--- src/rtl/gpio_pkg.sv ---
package gpio_pkg;
  parameter int unsigned PORT_W = 16;
  parameter int unsigned ADDR_W = 4;

  typedef enum logic [ADDR_W-1:0] {
    OFS_DIR = 4'd0,
    OFS_LVL = 4'd1,
    OFS_LAT = 4'd2,
    OFS_SET = 4'd3,
    OFS_CLR = 4'd4,
    OFS_INV = 4'd5
  } ofs_e;

  typedef enum logic [1:0] {
    OP_LOAD = 2'd0,
    OP_SET  = 2'd1,
    OP_CLR  = 2'd2,
    OP_INV  = 2'd3
  } lat_op_e;

  function automatic logic [PORT_W-1:0] lat_next(
    input logic [PORT_W-1:0] cur,
    input logic [PORT_W-1:0] d,
    input lat_op_e op);
    case (op)
      OP_SET:  lat_next = cur | d;
      OP_CLR:  lat_next = cur & ~d;
      OP_INV:  lat_next = cur ^ d;
      default: lat_next = d;
    endcase
  endfunction
endpackage

--- src/rtl/gpio_sync.sv ---
module gpio_sync #(
  parameter int unsigned W      = 16,
  parameter int unsigned STAGES = 2
) (
  input  logic         clk,
  input  logic         rst_n,
  input  logic [W-1:0] d,
  output logic [W-1:0] q
);
  logic [W-1:0] stg [STAGES];

  genvar i;
  generate
    for (i = 0; i < STAGES; i++) begin : g_stg
      if (i == 0) begin : g_first
        always_ff @(posedge clk or negedge rst_n)
          if (!rst_n) stg[i] <= '0;
          else        stg[i] <= d;
      end else begin : g_next
        always_ff @(posedge clk or negedge rst_n)
          if (!rst_n) stg[i] <= '0;
          else        stg[i] <= stg[i-1];
      end
    end
  endgenerate

  assign q = stg[STAGES-1];

  p_sync_delay_r7: assert property (@(posedge clk) disable iff (!rst_n)
    (STAGES == 2) && $past(rst_n) |=> q == $past(stg[0]));
endmodule

--- src/rtl/gpio_regs.sv ---
module gpio_regs
  import gpio_pkg::*;
#(
  parameter int unsigned W = PORT_W
) (
  input  logic         clk,
  input  logic         rst_n,
  input  logic         dir_we,
  input  logic         lat_we,
  input  lat_op_e      lat_op,
  input  logic [W-1:0] wdata,
  output logic [W-1:0] dir_q,
  output logic [W-1:0] lat_q
);
  always_ff @(posedge clk or negedge rst_n)
    if (!rst_n)      dir_q <= '0;
    else if (dir_we) dir_q <= wdata;

  always_ff @(posedge clk or negedge rst_n)
    if (!rst_n)      lat_q <= '0;
    else if (lat_we) lat_q <= lat_next(lat_q, wdata, lat_op);

  p_set_keeps_r4: assert property (@(posedge clk) disable iff (!rst_n)
    lat_we && lat_op == OP_SET |=> (lat_q & $past(wdata)) == $past(wdata)
      && ((lat_q ^ $past(lat_q)) & ~$past(wdata)) == '0);
  p_clr_keeps_r5: assert property (@(posedge clk) disable iff (!rst_n)
    lat_we && lat_op == OP_CLR |=> (lat_q & $past(wdata)) == '0
      && ((lat_q ^ $past(lat_q)) & ~$past(wdata)) == '0);
  p_inv_flips_r6: assert property (@(posedge clk) disable iff (!rst_n)
    lat_we && lat_op == OP_INV |=> (lat_q ^ $past(lat_q)) == $past(wdata));
  p_lat_hold_r3: assert property (@(posedge clk) disable iff (!rst_n)
    !lat_we |=> $stable(lat_q));
endmodule

--- src/rtl/gpio_bus_if.sv ---
module gpio_bus_if
  import gpio_pkg::*;
#(
  parameter int unsigned W  = PORT_W,
  parameter int unsigned AW = ADDR_W
) (
  input  logic          clk,
  input  logic          rst_n,
  input  logic [AW-1:0] addr,
  input  logic          stb,
  input  logic          we,
  input  logic [W-1:0]  dir_q,
  input  logic [W-1:0]  lat_q,
  input  logic [W-1:0]  lvl_q,
  output logic          dir_we,
  output logic          lat_we,
  output lat_op_e       lat_op,
  output logic [W-1:0]  rdata,
  output logic          ack
);
  logic          wr_hit;
  logic [W-1:0]  rd_mux;

  assign wr_hit = stb && we;

  always_comb begin
    dir_we = 1'b0;
    lat_we = 1'b0;
    lat_op = OP_LOAD;
    if (wr_hit) begin
      case (addr)
        OFS_DIR: dir_we = 1'b1;
        OFS_LAT: begin lat_we = 1'b1; lat_op = OP_LOAD; end
        OFS_SET: begin lat_we = 1'b1; lat_op = OP_SET;  end
        OFS_CLR: begin lat_we = 1'b1; lat_op = OP_CLR;  end
        OFS_INV: begin lat_we = 1'b1; lat_op = OP_INV;  end
        default: ;
      endcase
    end
  end

  always_comb begin
    case (addr)
      OFS_DIR: rd_mux = dir_q;
      OFS_LVL: rd_mux = lvl_q;
      OFS_LAT: rd_mux = lat_q;
      default: rd_mux = '0;
    endcase
  end

  always_ff @(posedge clk or negedge rst_n)
    if (!rst_n) begin
      ack   <= 1'b0;
      rdata <= '0;
    end else begin
      ack   <= stb;
      rdata <= (stb && !we) ? rd_mux : '0;
    end

  p_ack_follows_r9: assert property (@(posedge clk) disable iff (!rst_n)
    stb |=> ack);
  p_ack_only_after_stb_r9: assert property (@(posedge clk) disable iff (!rst_n)
    !stb |=> !ack);
  p_rdata_quiet_r9: assert property (@(posedge clk) disable iff (!rst_n)
    !ack |-> rdata == '0);
  p_wo_reads_zero_r8: assert property (@(posedge clk) disable iff (!rst_n)
    stb && !we && addr > OFS_LAT |=> rdata == '0);
  p_one_strobe_target: assert property (@(posedge clk) disable iff (!rst_n)
    $onehot0({dir_we, lat_we}));
endmodule

--- src/rtl/gpio_port.sv ---
module gpio_port
  import gpio_pkg::*;
#(
  parameter int unsigned W       = PORT_W,
  parameter int unsigned AW      = ADDR_W,
  parameter int unsigned SYNC_ST = 2
) (
  input  logic          clk,
  input  logic          rst_n,
  input  logic [AW-1:0] bus_addr,
  input  logic [W-1:0]  bus_wdata,
  input  logic          bus_stb,
  input  logic          bus_we,
  output logic [W-1:0]  bus_rdata,
  output logic          bus_ack,
  input  logic [W-1:0]  pad_in,
  output logic [W-1:0]  pad_out,
  output logic [W-1:0]  pad_oe
);
  logic [W-1:0] dir_q, lat_q, lvl_q;
  logic         dir_we, lat_we;
  lat_op_e      lat_op;

  gpio_sync #(.W(W), .STAGES(SYNC_ST)) u_sync (
    .clk(clk), .rst_n(rst_n), .d(pad_in), .q(lvl_q));

  gpio_regs #(.W(W)) u_regs (
    .clk(clk), .rst_n(rst_n), .dir_we(dir_we), .lat_we(lat_we),
    .lat_op(lat_op), .wdata(bus_wdata), .dir_q(dir_q), .lat_q(lat_q));

  gpio_bus_if #(.W(W), .AW(AW)) u_bus (
    .clk(clk), .rst_n(rst_n), .addr(bus_addr), .stb(bus_stb), .we(bus_we),
    .dir_q(dir_q), .lat_q(lat_q), .lvl_q(lvl_q), .dir_we(dir_we),
    .lat_we(lat_we), .lat_op(lat_op), .rdata(bus_rdata), .ack(bus_ack));

  assign pad_oe  = dir_q;
  assign pad_out = lat_q & dir_q;

  p_input_pin_low_r3: assert property (@(posedge clk) disable iff (!rst_n)
    (pad_out & ~pad_oe) == '0);
  p_dir_load_r2: assert property (@(posedge clk) disable iff (!rst_n)
    bus_stb && bus_we && bus_addr == OFS_DIR |=> pad_oe == $past(bus_wdata));
  p_unused_write_r8: assert property (@(posedge clk) disable iff (!rst_n)
    bus_stb && bus_we && bus_addr > OFS_INV |=> $stable(pad_oe) && $stable(pad_out));
endmodule

--- config.mk ---
export PLATFORM = sky130hd
export DESIGN_NAME = gpio_port
export DESIGN_NICKNAME = d
export VERILOG_FILES = /design/src/rtl/gpio_pkg.sv /design/src/rtl/gpio_sync.sv /design/src/rtl/gpio_regs.sv /design/src/rtl/gpio_bus_if.sv /design/src/rtl/gpio_port.sv
export SDC_FILE = /design/constraint.sdc
export NUM_CORES = 1
export LEC_CHECK = 0
export BUFFER_PORTS_ARGS = -buffer_cell sky130_fd_sc_hd__buf_2
export CORE_MARGIN = 4
export CORE_UTILIZATION = 54
export DETAILED_ROUTE_END_ITERATION = 12
export PLACE_DENSITY = 0.85
export SYNTH_ARGS = -nofsm -noshare
export SYNTH_HDL_FRONTEND = slang
export SYNTH_SLANG_ARGS = --single-unit
--- constraint.sdc ---
create_clock -name clk -period 2.1 [get_ports clk]
set_input_delay 0.315 -clock clk [delete_from_list [all_inputs] [get_ports clk]]
set_output_delay 0.315 -clock clk [all_outputs]
set_load 0.05 [all_outputs]
# Yosys cells after proc, flatten, opt, wreduce, memory -nomap -nowiden
# Index checks and enable logic that the tools add are counted.
dict set report totals {
  register_bits 81
  input_bits 40
}
dict set report classes {
  eq_ne 8
  muxes 9
  bitwise 5
  reduce_logical 5
}
# op n
set op_table {}
lappend op_table {{$pmux 16 s3} 2}
lappend op_table {{$and 16x16->16} 2}
lappend op_table {{$mux 16} 1}
lappend op_table {{$not 16->16} 1}
lappend op_table {{$or 16x16->16} 1}
lappend op_table {{$xor 16x16->16} 1}
lappend op_table {{$eq 4x2->1 const B} 2}
lappend op_table {{$eq 4x3->1 const B} 2}
lappend op_table {{$pmux 2 s3} 1}
lappend op_table {{$eq 2x2->1 const B} 2}
lappend op_table {{$eq 4x1->1 const B} 1}
lappend op_table {{$logic_not 4->1} 1}
lappend op_table {{$mux 1} 4}
lappend op_table {{$reduce_or 4->1} 1}
lappend op_table {{$eq 2x1->1 const B} 1}
lappend op_table {{$logic_and 1x1->1} 2}
lappend op_table {{$mux 2} 1}
lappend op_table {{$logic_not 1->1} 1}

# Logic depth before layout (Yosys ltp)
# Gate-level depths: netlist (run 1).
dict set report logic_depth {
  ltp_word 5
  ltp_mapped 7
  ltp_nobuf 5
}

# Hierarchy
# From an unflattened synthesis (run 1), not the netlist that was laid out.
dict set report hier_totals {
  cells_unflattened 344
  area_unflattened_um2 4119.0
}
# mod instances cells_per_inst area_per_inst_um2 seq_area_each_um2
set by_module_without_submodules {}
lappend by_module_without_submodules {gpio_regs 1 190 2159.6 800.8}
lappend by_module_without_submodules {gpio_bus_if 1 90 938.4 425.4}
lappend by_module_without_submodules {gpio_sync 1 48 920.9 800.8}
lappend by_module_without_submodules {gpio_port 1 16 100.1 0.0}

# Worst setup path after synthesis (run 1)
# OpenSTA, ideal clock, no wires.
dict set report synth_timing {
  path_kind {input to register}
  start {input port bus_addr[3]}
  end {register u_regs.dir_q[10]}
  t_arrival_ns 1.608
  required_ns 1.973
  setup_slack_ns 0.364
  cell_stages 6
  path_buffers 3
  path_cell_list {buf_6 -> nor4_4 -> and3_1 -> buf_4 -> buf_6 -> mux2_1}
}
dict set report synth_via {
  elab_chain_cells 3
}
# item line
set synth_lines {}
lappend synth_lines {{start: declaration} gpio_port.sv:10} ;# input logic [AW-1:0] bus_addr,
lappend synth_lines {{$logic_not 4->1} gpio_bus_if.sv:31} ;# case (addr)
lappend synth_lines {{$mux 1} gpio_bus_if.sv:31}
lappend synth_lines {{$mux 1} gpio_bus_if.sv:30} ;# if (wr_hit) begin
lappend synth_lines {{end signal: assignment} gpio_regs.sv:17} ;# else if (dir_we) dir_q <= wdata;
lappend synth_lines {{end: declaration} gpio_regs.sv:12} ;# output logic [W-1:0] dir_q,
# Every way passes these cells.
# A chain may end at the register's enable or synchronous reset.

# Worst setup path in the final report (run 1)
dict set report layout_timing {
  start {register u_regs.lat_q[14]}
  end {register u_regs.lat_q[14]}
}
dict set report layout_via {
  elab_chain_cells 2
  elab_cells_between_ends 4
}
# item line
set layout_lines {}
lappend layout_lines {{start: declaration} gpio_regs.sv:13} ;# output logic [W-1:0] lat_q
lappend layout_lines {{start signal: assignment} gpio_regs.sv:21} ;# else if (lat_we) lat_q <= lat_next(lat_q, wdata, lat_op);
lappend layout_lines {{$xor 16x16->16 (tied with other cells)} gpio_pkg.sv:28} ;# OP_INV: lat_next = cur ^ d;
lappend layout_lines {{$pmux 16 s3 *} gpio_pkg.sv:25} ;# case (op)
# Every way passes the cells marked *; elsewhere a longest branch is shown, timed or not.

==> qor.txt, run 1 <==
unrepaired setup endpoints after global routing: no
Num CTS Buffers: 9
MaxCap Viol Count: 0
Power, Total: 4280 uW
# setup viols final: 0
simple logic cell fraction of the synthesized area: 0.0917
post-synthesis instance total: 324
largest net degree at the start of global routing: 82
CTS clk-pin slew, worst paths: 0.09 ns
area delta synth->final: 20.6%
Yosys top cell area share: 0.518
Slew Viols, Final: 0
count of different cell masters after synthesis: 36
post-synthesis adder-cell area fraction: 0.102
final setup TNS: 0 ns
vias after detailed routing: 2968
cell depth of the worst flop-to-flop path: 5
vias in the first global route: 3023
PwrDens: 906 nW/um2
largest family of logic cells by synthesized area: compound AO/OA/AOI/OAI gates
relative slew slack: 0.278
final non-filler cell total: 522
fmax: 578 MHz
ANT cells: 0
Post-Route Skew: 0.0110 ns
drt via density: 5.69
pin slew with the least headroom to its limit: 1.08 ns
Post-DRT Antenna Nets: 0
DR pass1 iterations: 6
Inst Count DP: 505
Yosys reg bits: 81
gr ovfl total: 0
largest area contributor in the synthesized netlist: dfrtp_1
outcome: complete, no violations
ratio of cells with drive above 1 in the final layout: 0.303
DP Area: 4500 um2
hold-critical path depth: 1
post-CTS sizing: 0
clk buf depth: 2
clock sinks: 81
ranking of synthesized cells by area: dfrtp_1, ha_1, a222oi_1
Required @ worst endpoint: 2.34 ns
Root Buffer: clkbuf_8
post-synthesis mux area share: 0.0792
critical path class: register to register
Starting Density: 0.567
post-route cell area: 4720 um2
DRT iter0 DRCs: 225
Core Region: 6910 um2
synthesized area: 3920 um2
Die Wd: 93.2 um
global-route wire length before repair: 15100 um
clk_lat worst skew: 0.35 ns
Startpoint Class: register
yosys warns: 0
CP Max Fanout: 6
VDD IR-drop max: 0.436 mV
sequential fraction of the synthesis area: 0.518
Leakage: 0.00243 uW
Post-Synth XOR/XNOR Area: 0.00224
die height: 93.2 um
syn_area_per_cell: 12.1 um2
HP Class: input port to register
wire length per cell: 17.2 um
Final nets: 493
Top Ports: 89
H-Tree Depth: 3
Worst Setup End Kind: register
CTS tree: yes
full die area: 8680 um2
Net Count, Synth: 396
Post-synth top flop: dfrtp_1
Port Buf Inserts: 88
pre-CTS setup slack: 0.113 ns
Compound-Gate Fraction of Synth Area: 0.150
dpl hpwl: 6300 um
Final Wtd Congestion: 0.883
fill cell count: 521
post-CTS setup buffer count: 0
DRC: 0
Crit path arrival time: 1.97 ns
GRT Resource Usage Total: 0.222
Routed WL: 8960 um
Rows: 30
fraction of synthesis flops using an asynchronous set or reset pin: 1.00
Final Cycle Share: 0.824
Final Hold Vio Count: 0
final worst slack: 0.370 ns
min Tclk post-route: 1.73 ns
EDFF count, synth: 0
antenna violations before repair: 0
-- placed cells by master, fill, tap and decap left out, drive strengths merged --
| cell | instances |
|---|---|
| clkinv | 1 |
| dfrtp | 81 |
| nand2b | 3 |
| a2111oi | 3 |
| mux2i | 13 |
| mux2 | 16 |
| a221o | 3 |
| nand3b | 1 |
| o21a | 13 |
| and3 | 1 |
| a2bb2oi | 13 |
| clkbuf | 10 |
| o22ai | 13 |
| clkinvlp | 1 |
| inv | 36 |
| xnor2 | 1 |
| nor4 | 1 |
| buf | 102 |
| and3b | 2 |
| bufinv | 1 |
| o21ai | 4 |
| nand3 | 2 |
| nor4b | 2 |
| a211oi | 4 |
| dlygate4sd3 | 1 |
| ha | 32 |
| a222oi | 16 |
| a32oi | 3 |
| nor3 | 3 |
| nand2 | 6 |
| nor2 | 19 |
| and2 | 16 |
| nor3b | 1 |
| nor2b | 2 |
-- through the flow --
step	utilization	hold slack [ns]
after detailed placement	0.652	0.335
after CTS	0.684	0.0440
after global placement	0.652	0.332
after floorplan	-	0.0194
final	0.684	0.0573
after global routing	0.684	0.0395
-- cell families (layout without fill, tap and decap cells) --
kind of cell,count (synthesis),in the layout
AOI/OAI and AO/OA,72,72
xor gates and xnor gates,1,1
adders and majority gates,32,32
buffers and inverters,50,152
DFF,81,81
muxes,29,29
and+or+nand+nor,59,59
-- synthesized netlist by cell type (2+ instances only) --
master and count:
a2111oi_0 3, a211oi_1 4, a221o_1 3, a222oi_1 16, a2bb2oi_1 13, a32oi_1 3, and2_1 16, and3b_1 2
buf_2 6, buf_4 4, buf_6 2, clkbuf_1 5, dfrtp_1 81, ha_1 32, inv_1 33, mux2_1 10
mux2_2 6, mux2i_1 13, nand2_1 6, nand2b_1 3, nor2_1 19, nor2b_1 2, nor3_1 3, o21a_1 13
o21ai_0 3, o22ai_1 13
-- cell type report --
class,count,area [um2],area share
sequential,81,2030,0.429
multi-input combinational,193,1670,0.354
timing repair buffer,103,571,0.121
clock buffer,10,138,0.0291
inverter,33,124,0.0262
tap,96,120,0.0254
clock inverter,6,72.6,0.0154
-- worst max-delay path, cell delays in order, from the launching register on --
cell,delay (ns)
dfrtp_1,0.46
inv_1,0.07
ha_1,0.27
a2111oi_0,0.36
nand2_1,0.11
a221o_1,0.35
-- what timing repair did --
action | in CTS | in global routing
endpoints found under the setup margin | 0 | 0
hold endpoints to repair | 59 | 0
hold buffers | 1 | 0
-- where the power goes --
group	switching, uW	leakage [uW]	internal (uW)
combinational	820	0.00135	396
sequential	152	0.000973	1720
clock	596	0.000104	597
total	1570	0.00243	2710
-- worst paths after layout --
path | slack [ns] | endpoint | from
hold / removal | 0.06 | u_sync.stg[23] | pad_in[7]
setup / recovery | 0.37 | u_regs.lat_q[14] | u_regs.lat_q[14]
min in group asynchronous | 0.51 | u_regs.dir_q[1] | rst_n
setup reg to reg | 0.37 | u_regs.lat_q[14] | u_regs.lat_q[14]
hold reg to reg | 0.35 | u_sync.q[9] | u_sync.stg[25]
max in group asynchronous | 1.23 | u_regs.lat_q[12] | rst_n
-- routing by layer --
| metal | wire length [um] | GRT usage | vias up |
|---|---|---|---|
| li1 | - | - | 1365 |
| met3 | 615 | 0.0451 | 14 |
| met2 | 4630 | 0.386 | 134 |
| met1 | 3590 | 0.277 | 1455 |
| met4 | 125 | 0.0696 | 0 |
| met5 | 0 | 0 | - |
-- state kept, by name, summed over array words and instances, names as in the netlist --
signal and count:
u_sync.stg 16, u_bus.rdata 16, u_regs.lat_q 16, u_bus.ack 1, u_regs.dir_q 16, u_sync.q 16
No activity file was read; power rests on OpenSTA's default activity.
==> run 2, diff against run 1 <==
--- a/config.mk
+++ b/config.mk
@@ -5,9 +5,10 @@
 export SDC_FILE = /design/constraint.sdc
 export NUM_CORES = 1
 export LEC_CHECK = 0
+export ABC_AREA = 1
 export BUFFER_PORTS_ARGS = -buffer_cell sky130_fd_sc_hd__buf_2
 export CORE_MARGIN = 4
-export CORE_UTILIZATION = 54
+export CORE_UTILIZATION = 55
 export DETAILED_ROUTE_END_ITERATION = 12
 export PLACE_DENSITY = 0.85
 export SYNTH_ARGS = -nofsm -noshare
==> constraint.sdc (replaced) <==
create_clock -name clk -period 1.8 [get_ports clk]
set_input_delay 0.27 -clock clk [delete_from_list [all_inputs] [get_ports clk]]
set_output_delay 0.27 -clock clk [all_outputs]
set_load 0.05 [all_outputs]
==> qor.txt, run 2 <==
cell depth of the worst flop-to-flop path: 9
area delta synth->final: 18.6%
switching power: 1800 uW
full die area: 9300 um2
post-route cell area: 5100 um2
fraction of synthesis flops using an asynchronous set or reset pin: 1.00
sequential share of power: 0.482
yosys warns: 0
final non-filler cell total: 742
CP delay by family, top: flip-flops
Worst Setup End Kind: output port
Routed WL: 10900 um
Sw Share: 0.387
synthesized area: 4300 um2
wire length per cell: 14.6 um
Num CTS Buffers: 9
unrepaired setup endpoints after global routing: no
Startpoint Class: register
critical path class: register to output port
H-Tree Depth: 3
hold wc startpoint: pad_in[5]
hold-critical path depth: 1
gr ovfl total: 0
vias in the first global route: 3773
Power, Total: 4650 uW
Final Cycle Share: 0.847
DP Area: 4880 um2
EDFF count, synth: 0
pin slew with the least headroom to its limit: 0.495 ns
reg-to-reg endpoint: u_regs.lat_q[7]
Post-DRT Antenna Nets: 0
post-synthesis instance total: 540
Clock Power Share: 0.261
Final Hold Vio Count: 0
Slew Viols, Final: 0
# setup viols final: 0
Rows: 31
Post-Route Skew: 0.0105 ns
Required @ worst endpoint: 1.53 ns
P_int: 2850 uW
largest area contributor in the synthesized netlist: dfrtp_1
Root Buffer: clkbuf_8
Yosys top cell area share: 0.471
Crit path arrival time: 1.26 ns
CP cell instances: nand2_1 -> inv_1 -> buf_2
Worst R2R Start: u_regs.lat_q[7]
Die Wd: 96.4 um
Hold Path Sink: u_sync.stg[21]
CP Max Fanout: 5
commonest non-fill, non-tap cells in the layout: nand2_1, inv_1, buf_2
Comb power frac: 0.257
ANT cells: 0
PwrDens: 912 nW/um2
synth cell count leaders: nand2_1, inv_1, dfrtp_1
min Tclk post-route: 1.53 ns
final setup TNS: 0 ns
largest net degree at the start of global routing: 40
vias after detailed routing: 3802
CP max stage delay: 0.46 ns
sequential fraction of the synthesis area: 0.471
count of different cell masters after synthesis: 19
Final nets: 710
Starting Density: 0.581
CTS tree: yes
die height: 96.4 um
antenna violations before repair: 0
clock sinks: 81
CTS clk-pin slew, worst paths: 0.09 ns
Net Count, Synth: 612
CP bufs+invs: 2
Port Buf Inserts: 88
Post-synth top flop: dfrtp_1
clk buf depth: 2
DR pass1 iterations: 6
clk_lat worst skew: 0.36 ns
ranking of synthesized cells by area: dfrtp_1, nand2_1, inv_1
MaxCap Viol Count: 0
Inst Count DP: 722
syn_area_per_cell: 7.97 um2
dpl hpwl: 7600 um
Core Region: 7410 um2
drt via density: 5.12
hold slack final: 0.0114 ns
HP Class: input port to register
fmax: 656 MHz
global-route wire length before repair: 17900 um
Top Ports: 89
Yosys reg bits: 81
Worst path slowest cell: dfrtp_1
DRT iter0 DRCs: 228
Final Wtd Congestion: 0.878
flop2flop setup slack: 0.52 ns
DRC: 0
outcome: complete, no violations
ratio of cells with drive above 1 in the final layout: 0.202
most numerous cell in the Yosys netlist: nand2_1
relative slew slack: 0.669
VDD IR-drop max: 0.735 mV
GRT Resource Usage Total: 0.251
most common cell after layout, fill and taps aside: nand2_1
post-CTS sizing: 0
Leakage: 0.00314 uW
==> run 2: changes by cell type in the layout (fill, tap and decap cells not counted), sizes merged, moves of 16 or more <==
cell | before | now
nand2 | 6 | 168
o21ai | 4 | 32
a222oi | 16 | 0
inv | 36 | 117
and2 | 16 | 0
nand3 | 2 | 51
nand4 | 0 | 16
mux2 | 16 | 0
==> run 2: worst max path at each step <==
stage / from / endpoint / slack (ns) / depth (start not counted)
CTS: u_regs.lat_q[4] / pad_out[4] / 0.29 / 3
finish: u_regs.lat_q[4] / pad_out[4] / 0.27 / 3
global placement: bus_addr[2] / u_regs.lat_q[8] / 0.28 / 9
detailed placement: bus_addr[2] / u_regs.lat_q[7] / 0.19 / 9
floorplan: u_regs.dir_q[0] / pad_out[0] / 0.47 / 2
global route: u_regs.lat_q[4] / pad_out[4] / 0.22 / 3
==> run 2: cell families (layout without fill, tap and decap cells) <==
| kind of cell | Yosys count | after routing | share of synthesized area |
|---|---|---|---|
| AO/OA/AOI/OAI | 33 | 33 | 0.0410 |
| adder cells (fa/ha/maj) | 32 | 32 | 0.0931 |
| buffers and inverters | 134 | 237 | 0.126 |
| flip-flops | 81 | 81 | 0.471 |
| AND/OR/NAND/NOR | 260 | 260 | 0.268 |
==> run 2: per-stage QoR <==
step / setup slack, ns / util
6_report: 0.275 / 0.689
5_1_grt: 0.215 / 0.689
4_1_cts: 0.293 / 0.685
2_1_floorplan: 0.475 / -
3_3_place_gp: 0.280 / 0.659
3_5_place_dp: 0.194 / 0.659
==> run 2: layout make-up <==
| cell class | count | area, um2 |
|---|---|---|
| repair buffers | 105 | 606 |
| clock inverters | 7 | 55.1 |
| multi-input cells | 325 | 1730 |
| inverters | 116 | 435 |
| well taps | 99 | 124 |
| fillers | 553 | 2310 |
| clock buffers | 9 | 124 |
| flip-flops and latches | 81 | 2030 |
==> run 2: layer usage <==
metal / part of all wire / global-route usage
met5: 0 / 0
met4: 0.027 / 0.102
met3: 0.064 / 0.0403
met2: 0.49 / 0.419
met1: 0.42 / 0.326
==> run 2: power groups by stage <==
stage                     sequential [uW]  combinational (uW)  clock (uW)
after detailed placement             2270                1190           0
after global placement               2260                1140           0
after CTS                            2240                1190        1230
after global routing                 2270                1330        1320
final                                2240                1200        1210
after floorplan                      2460                 590           0
==> run 2: what timing repair did <==
| action | CTS | global route |
|---|---|---|
| hold buffers | 1 | 3 |
| buffers inserted | 0 | 0 |
| hold endpoints to repair | 24 | 3 |
